**config.mk**
```make
export PLATFORM = sky130hd
export DESIGN_NAME = intr_dispatch
export DESIGN_NICKNAME = d
export VERILOG_FILES = /design/src/rtl/intr_dispatch_pkg.sv /design/src/rtl/idp_nmi_track.sv /design/src/rtl/idp_irq_timer.sv /design/src/rtl/idp_iflag_defer.sv /design/src/rtl/intr_dispatch.sv
export SDC_FILE = /design/constraint.sdc
export NUM_CORES = 1
export LEC_CHECK = 0
export CAP_MARGIN = 20
export CORE_UTILIZATION = 57
export CTS_CLUSTER_DIAMETER = 60
export DETAILED_ROUTE_END_ITERATION = 16
export PLACE_DENSITY = 0.82
export RECOVER_POWER = 25
export SLEW_MARGIN = 40
export SYNTH_ARGS = -nofsm -noshare
export SYNTH_HDL_FRONTEND = slang
export SYNTH_SLANG_ARGS = --single-unit
export TNS_END_PERCENT = 5
```
**constraint.sdc**
```tcl
create_clock -name clk_i -period 3.9 [get_ports clk_i]
set_clock_uncertainty 0.2 [all_clocks]
set_input_delay 0.78 -clock clk_i [delete_from_list [all_inputs] [get_ports clk_i]]
set_output_delay 0.78 -clock clk_i [all_outputs]
set_load 0.01 [all_outputs]
```
**src/rtl/intr_dispatch_pkg.sv**
```systemverilog
package intr_dispatch_pkg;
  typedef enum logic [1:0] {
    TAKE_NONE = 2'd0,
    TAKE_NMI  = 2'd1,
    TAKE_IRQ  = 2'd2
  } take_e;
endpackage

```
**src/rtl/idp_nmi_track.sv**
```systemverilog
module idp_nmi_track #(
  parameter int unsigned      CYC_W     = 32,
  parameter int unsigned      NMI_DELAY = 6,
  parameter int unsigned      LINE_LEN  = 1364,
  parameter logic [CYC_W-1:0] IDLE      = 'hFFFF
) (
  input  logic             clk_i,
  input  logic             rst_ni,
  input  logic [CYC_W-1:0] cyc_i,
  input  logic             req_i,
  input  logic             take_i,
  input  logic             wrap_i,
  output logic             due_o
);
  localparam logic [CYC_W-1:0] DLY  = CYC_W'(NMI_DELAY);
  localparam logic [CYC_W-1:0] LINE = CYC_W'(LINE_LEN);

  logic             pend_q;
  logic [CYC_W-1:0] pos_q;

  always_ff @(posedge clk_i or negedge rst_ni) begin
    if (!rst_ni) begin
      pend_q <= 1'b0;
      pos_q  <= IDLE;
    end else if (req_i) begin
      pend_q <= 1'b1;
      pos_q  <= cyc_i + DLY;
    end else if (take_i) begin
      pend_q <= 1'b0;
      pos_q  <= IDLE;
    end else if (wrap_i && pos_q != IDLE) begin
      pos_q  <= pos_q - LINE;
    end
  end

  assign due_o = pend_q && (cyc_i >= pos_q);


  nmi_pend_src_chk: assert property (@(posedge clk_i) disable iff (!rst_ni)
    $rose(pend_q) |-> $past(req_i));

  nmi_park_chk: assert property (@(posedge clk_i) disable iff (!rst_ni)
    (take_i && !req_i) |=> (!pend_q && pos_q == IDLE));
endmodule

```
**src/rtl/idp_irq_timer.sv**
```systemverilog
module idp_irq_timer #(
  parameter int unsigned      CYC_W    = 32,
  parameter int unsigned      LINE_LEN = 1364,
  parameter logic [CYC_W-1:0] IDLE     = 'h0FFF_FFFF
) (
  input  logic             clk_i,
  input  logic             rst_ni,
  input  logic [CYC_W-1:0] cyc_i,
  input  logic             load_i,
  input  logic [CYC_W-1:0] pos_i,
  input  logic             ack_i,
  input  logic             wrap_i,
  output logic             line_o
);
  localparam logic [CYC_W-1:0] LINE = CYC_W'(LINE_LEN);

  logic [CYC_W-1:0] pos_q;
  logic             line_q;
  logic             hit;

  assign hit = (pos_q != IDLE) && (cyc_i >= pos_q);

  always_ff @(posedge clk_i or negedge rst_ni) begin
    if (!rst_ni) begin
      pos_q <= IDLE;
    end else if (load_i) begin
      pos_q <= pos_i;
    end else if (hit) begin
      pos_q <= IDLE;
    end else if (wrap_i && pos_q != IDLE) begin
      pos_q <= pos_q - LINE;
    end
  end

  always_ff @(posedge clk_i or negedge rst_ni) begin
    if (!rst_ni)    line_q <= 1'b0;
    else if (hit)   line_q <= 1'b1;
    else if (ack_i) line_q <= 1'b0;
  end

  assign line_o = line_q | hit;


  irq_line_src_chk: assert property (@(posedge clk_i) disable iff (!rst_ni)
    $rose(line_q) |-> $past(pos_q != IDLE));

  irq_line_hold_chk: assert property (@(posedge clk_i) disable iff (!rst_ni)
    (line_q && !ack_i) |=> line_q);
endmodule

```
**src/rtl/idp_iflag_defer.sv**
```systemverilog
module idp_iflag_defer (
  input  logic clk_i,
  input  logic rst_ni,
  input  logic set_i,
  input  logic clr_i,
  input  logic bnd_i,
  input  logic take_i,
  output logic new_o,
  output logic flag_o
);
  logic flag_q, pset_q, pclr_q;

  // clear has priority over set
  assign new_o = pclr_q ? 1'b0 : (pset_q ? 1'b1 : flag_q);

  always_ff @(posedge clk_i or negedge rst_ni) begin
    if (!rst_ni) begin
      flag_q <= 1'b1;
      pset_q <= 1'b0;
      pclr_q <= 1'b0;
    end else if (bnd_i) begin
      flag_q <= take_i ? 1'b1 : new_o;
      pset_q <= set_i;
      pclr_q <= clr_i;
    end else begin
      pset_q <= pset_q | set_i;
      pclr_q <= pclr_q | clr_i;
    end
  end

  assign flag_o = flag_q;


  iflag_defer_chk: assert property (@(posedge clk_i) disable iff (!rst_ni)
    !bnd_i |=> (flag_q == $past(flag_q)));
endmodule

```
**src/rtl/intr_dispatch.sv**
```systemverilog
module intr_dispatch
  import intr_dispatch_pkg::*;
#(
  parameter int unsigned CYC_W     = 32,
  parameter int unsigned NMI_DELAY = 6,
  parameter int unsigned LINE_LEN  = 1364,
  parameter int unsigned WAKE_CYC  = 14,
  parameter int unsigned WAKE_W    = 8
) (
  input  logic              clk_i,
  input  logic              rst_ni,
  input  logic [CYC_W-1:0]  cyc_i,
  input  logic              boundary_i,
  input  logic              line_wrap_i,
  input  logic              nmi_req_i,
  input  logic              tmr_load_i,
  input  logic [CYC_W-1:0]  tmr_pos_i,
  input  logic              irq_ack_i,
  input  logic              wai_i,
  input  logic              iflag_set_i,
  input  logic              iflag_clr_i,
  output logic              take_nmi_o,
  output logic              take_irq_o,
  output logic              wake_o,
  output logic [WAKE_W-1:0] wake_cyc_o,
  output logic              push_flag_o,
  output logic              iflag_o
);
  localparam logic [CYC_W-1:0]  NMI_IDLE = CYC_W'(32'h0000_FFFF);
  localparam logic [CYC_W-1:0]  TMR_IDLE = CYC_W'(32'h0FFF_FFFF);
  localparam logic [WAKE_W-1:0] WAKE_V   = WAKE_W'(WAKE_CYC);

  logic  nmi_due, irq_line, new_flag, waiting_q, wake_c;
  take_e dec;

  idp_nmi_track #(
    .CYC_W(CYC_W), .NMI_DELAY(NMI_DELAY), .LINE_LEN(LINE_LEN), .IDLE(NMI_IDLE)
  ) u_nmi (
    .clk_i, .rst_ni, .cyc_i,
    .req_i  (nmi_req_i),
    .take_i (dec == TAKE_NMI),
    .wrap_i (line_wrap_i),
    .due_o  (nmi_due)
  );

  idp_irq_timer #(
    .CYC_W(CYC_W), .LINE_LEN(LINE_LEN), .IDLE(TMR_IDLE)
  ) u_tmr (
    .clk_i, .rst_ni, .cyc_i,
    .load_i (tmr_load_i),
    .pos_i  (tmr_pos_i),
    .ack_i  (irq_ack_i),
    .wrap_i (line_wrap_i),
    .line_o (irq_line)
  );

  idp_iflag_defer u_flag (
    .clk_i, .rst_ni,
    .set_i  (iflag_set_i),
    .clr_i  (iflag_clr_i),
    .bnd_i  (boundary_i),
    .take_i (dec != TAKE_NONE),
    .new_o  (new_flag),
    .flag_o (iflag_o)
  );

  // NMI first, IRQ gated by the already-resolved flag
  always_comb begin
    dec = TAKE_NONE;
    if (boundary_i) begin
      if (nmi_due)                    dec = TAKE_NMI;
      else if (irq_line && !new_flag) dec = TAKE_IRQ;
    end
  end

  assign wake_c = boundary_i && waiting_q && (nmi_due || irq_line);

  always_ff @(posedge clk_i or negedge rst_ni) begin
    if (!rst_ni) begin
      waiting_q   <= 1'b0;
      take_nmi_o  <= 1'b0;
      take_irq_o  <= 1'b0;
      wake_o      <= 1'b0;
      wake_cyc_o  <= '0;
      push_flag_o <= 1'b1;
    end else begin
      take_nmi_o <= (dec == TAKE_NMI);
      take_irq_o <= (dec == TAKE_IRQ);
      wake_o     <= wake_c;
      wake_cyc_o <= wake_c ? WAKE_V : '0;
      if (boundary_i) push_flag_o <= new_flag;
      if (wake_c)     waiting_q <= 1'b0;
      else if (wai_i) waiting_q <= 1'b1;
    end
  end


  one_take_chk: assert property (@(posedge clk_i) disable iff (!rst_ni)
    !(take_nmi_o && take_irq_o));

  take_on_bnd_chk: assert property (@(posedge clk_i) disable iff (!rst_ni)
    (take_nmi_o || take_irq_o || wake_o) |-> $past(boundary_i));

  irq_masked_chk: assert property (@(posedge clk_i) disable iff (!rst_ni)
    take_irq_o |-> (!push_flag_o && iflag_o));

  wake_cnt_chk: assert property (@(posedge clk_i) disable iff (!rst_ni)
    wake_o |-> (wake_cyc_o == WAKE_V && !$past(wake_o)));
endmodule

```
Word level (Yosys, flattened, before mapping)
Index checks and enable logic that the tools add are counted.

storage, ports and cells
  memory bits (read-only) = 0
  logic and storage cells = 61
  RAM bits = 0
  output and inout bits = 13
  flip-flop bits (word level) = 78
  memories kept = 0
  input port bits = 74
  bits in latches = 0

cells by class
  reductions and logical operators = 15
  divide/modulo/power cells = 0
  multiply operators = 0
  muxes and demuxes = 21
  bitwise gates (word level) = 3
  shift operators = 0
  magnitude comparators = 2
  equality and inequality tests = 4
  $add $sub $neg = 3

operators with widths
  operator                number
  $mux 32                 6
  $ge 32x32->1            2
  $sub 32x11->32 const B  2
  $add 32x3->32 const B   1
  $ne 32x16->1 const B    1
  $ne 32x28->1 const B    1
  $mux 1                  11
  $reduce_bool 2->1       4
  $logic_and 1x1->1       7
  $mux 2                  3
  $reduce_bool 3->1       2
  $mux 4                  1
  $or 1x1->1              3
  $eq 2x1->1 const B      1
  $eq 2x2->1 const B      1
  $logic_not 1->1         1
  $logic_or 1x1->1        1

Logic depth before layout (Yosys ltp)
  depth in word-level cells = 10
  depth in mapped cells = 12
  gate-level depth less buffers = 9

Hierarchy
From an unflattened synthesis, not the netlist that was laid out.

unflattened totals
  cells, all modules = 800
  area, all modules = 6801.5 um2

modules (own cells, without submodules)
  module           sequential area each (um2)  area each (um2)  times used  cells each
  idp_nmi_track    845.8                       3588.4           1           438
  idp_irq_timer    860.8                       2840.2           1           330
  intr_dispatch    126.4                       250.2            1           22
  idp_iflag_defer  76.3                        122.6            1           10

Worst setup path before layout
Ideal clock, no wire load.

  kind = input -> register
  start point = input port cyc_i[0]
  end point = register u_nmi.pos_q[18]
  data required time = 3606 ps
  setup slack = 645 ps
  setup time = 94 ps
  path buffers = 1
  arrival time = 2961 ps
  cell stages on the path = 10
  path through = inv_1 -> ha_1 -> nand2b_1 -> a2111o_1 -> a311o_1 -> o311a_1 -> o21ai_4 -> buf_6 -> nand3_2 -> a221oi_2

between the ends
  longest elaborated chain between the ends = 10
  elaborated cells between the ends (all ways) = 14
  those cells by class = 1 x add/sub; 2 x order compare; 1 x eq/ne; 5 x mux; 1 x bitwise; 4 x reduce/logical

RTL lines
  element               RTL line             RTL
  start, declared       intr_dispatch.sv:12  input logic [CYC_W-1:0] cyc_i,
  $ge 32x32->1          idp_irq_timer.sv:21  assign hit = (pos_q != IDLE) && (cyc_i >= pos_q);
  $logic_and 1x1->1     idp_irq_timer.sv:21
  $or 1x1->1            idp_irq_timer.sv:41  assign line_o = line_q | hit;
  $logic_and 1x1->1     intr_dispatch.sv:72  else if (irq_line && !new_flag) dec = TAKE_IRQ;
  $mux 2                intr_dispatch.sv:72
  $mux 2                intr_dispatch.sv:71  if (nmi_due) dec = TAKE_NMI;
  $mux 2                intr_dispatch.sv:70  if (boundary_i) begin
  $eq 2x1->1            intr_dispatch.sv:41  .take_i (dec == TAKE_NMI),
  $mux 32               idp_nmi_track.sv:28  end else if (take_i) begin
  $mux 32               idp_nmi_track.sv:25  end else if (req_i) begin
  end signal, assigned  idp_nmi_track.sv:27  pos_q <= cyc_i + DLY;
  end signal, assigned  idp_nmi_track.sv:32  pos_q <= pos_q - LINE;
  end, declared         idp_nmi_track.sv:19  logic [CYC_W-1:0] pos_q;

Parallel ways exist; a longest one is shown, timed or not.
A chain may end at the register's enable or synchronous reset.

Final worst setup path
  start point = input port cyc_i[25]
  end point = register u_tmr.pos_q[7]

between the ends
  longest elaborated chain between the ends = 4
  elaborated cells between the ends (all ways) = 5
  those cells by class = 1 x order compare; 2 x mux; 2 x reduce/logical

RTL lines
  element               RTL line             RTL
  $ge 32x32->1 *        idp_irq_timer.sv:21
  $logic_and 1x1->1 *   idp_irq_timer.sv:21
  $mux 32               idp_irq_timer.sv:28  end else if (hit) begin
  $mux 32               idp_irq_timer.sv:26  end else if (load_i) begin
  end signal, assigned  idp_irq_timer.sv:27  pos_q <= pos_i;
  end signal, assigned  idp_irq_timer.sv:31  pos_q <= pos_q - LINE;
  end, declared         idp_irq_timer.sv:17  logic [CYC_W-1:0] pos_q;

Mark *: on every way between the ends. The rest lies on a longest branch, timed or not.

==> results.md <==
* Max Root-Sink Buffers at 2
* Worst setup EP type: flop
* CTS tree: done
* Layout Cells excl Fill at 1,126
* Fin util at 0.710
* Antenna Nets Post-Route at 0
* Avg Cell Area, Syn at 8.10 um^2
* CP most frequent cell: buf_4
* Core area at 12,000 um^2
* Most common cell after layout, fill and taps aside: clkdlybuf4s50_1
* Crit-path max FO at 14
* Cts hold-fix bufs at 0
* Logic pwr share at 0.359
* Slowest cell on crit path: or4_1
* Most frequent cells in the layout: clkdlybuf4s50_1 (79), inv_1 (78), ha_1 (69)
* Met3 usage at 0.0503
* Status: finished, violations left
* Met2 GRT Util at 0.560
* Kind of critical path: in -> reg
* Filler cells at 968
* Cell Area, Synth at 7000 um^2
* Antenna diodes at 0
* Remaining global-route overflow at 0
* Cell variety after synth at 78
* Top FF cell, synth: dfstp_2
* Max_cap viols at 1
* Synth-to-layout area growth at 21.8%
* Vias per cell at 6.35
* Die ar. at 12,700 um^2
* Slew HR at -0.278
* Register Area at 1910 um^2
* Reg power frac at 0.349
* Layout cells sized above 1 at 0.138
* Worst path top cell family by delay: compound AO/OA/AOI/OAI gates
* Register area share after synthesis at 0.273
* TritonCTS Buffers at 9
* Internal power at 0.00193 W
* Clock share of power at 0.291
* Root buffer cell: clkbuf_16
* Vias at 7,150
* Initial antenna violation count at 0
* Tmin final at 3.67 ns
* Leakage power at 3.82 nW
* Fmax at 273 MHz
* Net switching power at 0.00115 W
* Clock Sinks at 74
* Post-synth top area cell: dfstp_2
* Worst Max-Slew Pin Slew at 1.92 ns
* TNS Setup at 0 ns
* Drt wl/cell at 18.5 um
* Synth top area share at 0.173
* Failing checks: max-capacitance violations, max-slew violations
* Multi-input gate area at 4580 um^2
* HPWL Detailed at 15.9 mm
* Final instance area at 8520 um^2
* Type of origin of the critical path: input pin
* Synth async-reset ratio at 1.00
* Final hold viol count at 0
* Pwr Total at 0.00308 W
* Nets at 1,117
* Die width at 113 um
* # resized after CTS at 0
* Worst stage delay on the critical path at 0.60 ns
* Final GP Congestion at 0.914
* DRT iter0 DRCs at 716
* DP Area at 8220 um^2
* Power density cells at 361 nW/um^2
* Number of flops mapped to enable cells by yosys at 0
* DR pass1 iterations at 8
* Residual DRC count at 0
* Vias in the first global route at 6,893
* Clock insertion delay at the later pin of the skew report at 0.36 ns
* Crit path buffers/inverters at 3
* CP arrival at 3.76 ns
* Routed WL at 20.8 mm
* Largest net degree at the start of global routing at 75
* Worst-path clk slew at 0.07 ns
* Tot GR Track Use at 0.342
* Placed Cells at 1,110
* # IOs at 87
* Switch share at 0.373
* RSZ-0062 raised after global routing: false
* H-tree Lvls at 3
* Cells after synthesis at 864
* Die Y at 113 um
* Grt peak-use layer: met2
* Setup violations, final at 0
* Crit share post-route at 0.941
* Fin. max-slew vios at 75
* Placement Rows at 40
* Post-synthesis sequential element count at 74
* Initial Utilization at 0.583
* CP Data Required Time at 3.99 ns
* Grt met1 use at 0.440
* First-pass GRT wire length at 34.4 mm
* HP Class: reg -> reg
* Peak VDD IR at 0.288 mV
* Synth area leaders: dfstp_2 (17%), ha_1 (12%), dfrtp_1 (10%), a21oi_1 (4.8%), inv_1 (4.2%)
* Post-CTS setup buffers at 0
* Synth Warn # at 0
* CP cell instances: clkdlybuf4s50_1, ha_1, nand4_1, or4_1, a2111oi_1, buf_4, o21a_1, o41a_1, buf_4, o21ai_0, a21o_1
* PortBufs at 81
==> area by class of cell <==
cell class	count	area share
inverter	80	0.0352
timing repair buffer	136	0.145
clock inverter	7	0.00984
tap	147	0.0216
multi-input combinational	673	0.538
clock buffer	9	0.0264
sequential	74	0.224
==> flip-flops by register name, summed over array words and instances (netlist names) <==
| register | cells |
|---|---|
| u_nmi.pend_q | 1 |
| u_tmr.pos_q | 32 |
| u_flag.pset_q | 1 |
| push_flag_o | 1 |
| take_irq_o | 1 |
| wake_cyc_o | 1 |
| waiting_q | 1 |
| u_flag.pclr_q | 1 |
| take_nmi_o | 1 |
| u_tmr.line_q | 1 |
| u_nmi.pos_q | 32 |
| u_flag.flag_o | 1 |
==> cells in the mapped netlist (all sizes together), types with 7 or more instances <==
cell type  instances
ha                69
a21o              22
o21ai             41
nor3              30
buf               22
nand2b            18
a21oi             67
nor2              67
xor2              12
o41ai              7
dfstp             46
nand2             68
a22oi             15
and3              10
nor4              18
clkbuf            19
xnor2             20
a31oi             22
inv               79
nand4             28
dfrtp             28
a22o               9
o21a               9
or3                7
o31ai              7
nand3             24
o2bb2ai           14
==> final timing paths <==
path	start	endpoint	depth (start not counted)	slack, ns
max	cyc_i[25]	u_tmr.pos_q[7]	11	0.23
min	waiting_q	waiting_q	1	0.29
max reg2reg	u_tmr.pos_q[24]	u_tmr.pos_q[7]	11	0.44
min reg2reg	waiting_q	waiting_q	1	0.29
max in group asynchronous	rst_ni	u_tmr.pos_q[31]	1	1.61
min in group asynchronous	rst_ni	take_nmi_o	1	0.74
==> cells by family (layout without fill, tap and decap cells) <==
logic type / Yosys count / in the layout / share of synthesized area
AOI/OAI and AO/OA: 270 / 270 / 0.268
xor gates and xnor gates: 32 / 32 / 0.0400
adders and majority gates: 69 / 69 / 0.123
buffers and inverters: 121 / 232 / 0.0747
DFF: 74 / 74 / 0.273
muxes: 3 / 3 / 0.00447
other: 1 / 5 / 0.000536
and+or+nand+nor: 294 / 294 / 0.216
==> through the flow <==
step | worst slack, ns | hold WS (ns)
3_3_place_gp | 0.00417 | 0.261
4_1_cts | 0.286 | 0.278
3_5_place_dp | -0.0827 | 0.276
6_report | 0.231 | 0.292
2_1_floorplan | 0.645 | 0.242
5_1_grt | 0.107 | 0.303
==> power groups by stage <==
stage | clock network (W) | registers, W | logic [W]
3_5_place_dp | 0 | 0.00108 | 0.00108
4_1_cts | 0.000910 | 0.00107 | 0.00110
3_3_place_gp | 0 | 0.00108 | 0.00105
6_report | 0.000897 | 0.00107 | 0.00111
2_1_floorplan | 0 | 0.00103 | 0.000718
5_1_grt | 0.000939 | 0.00109 | 0.00122
==> layer usage <==
layer / wire, um / up-vias / share of wire
met3: 1390 / 65 / 0.067
met2: 9780 / 348 / 0.47
li1: - / 3417 / -
met1: 8780 / 3320 / 0.42
met4: 883 / 0 / 0.042
met5: 0 / - / 0
(Power assumes the default switching activity.)
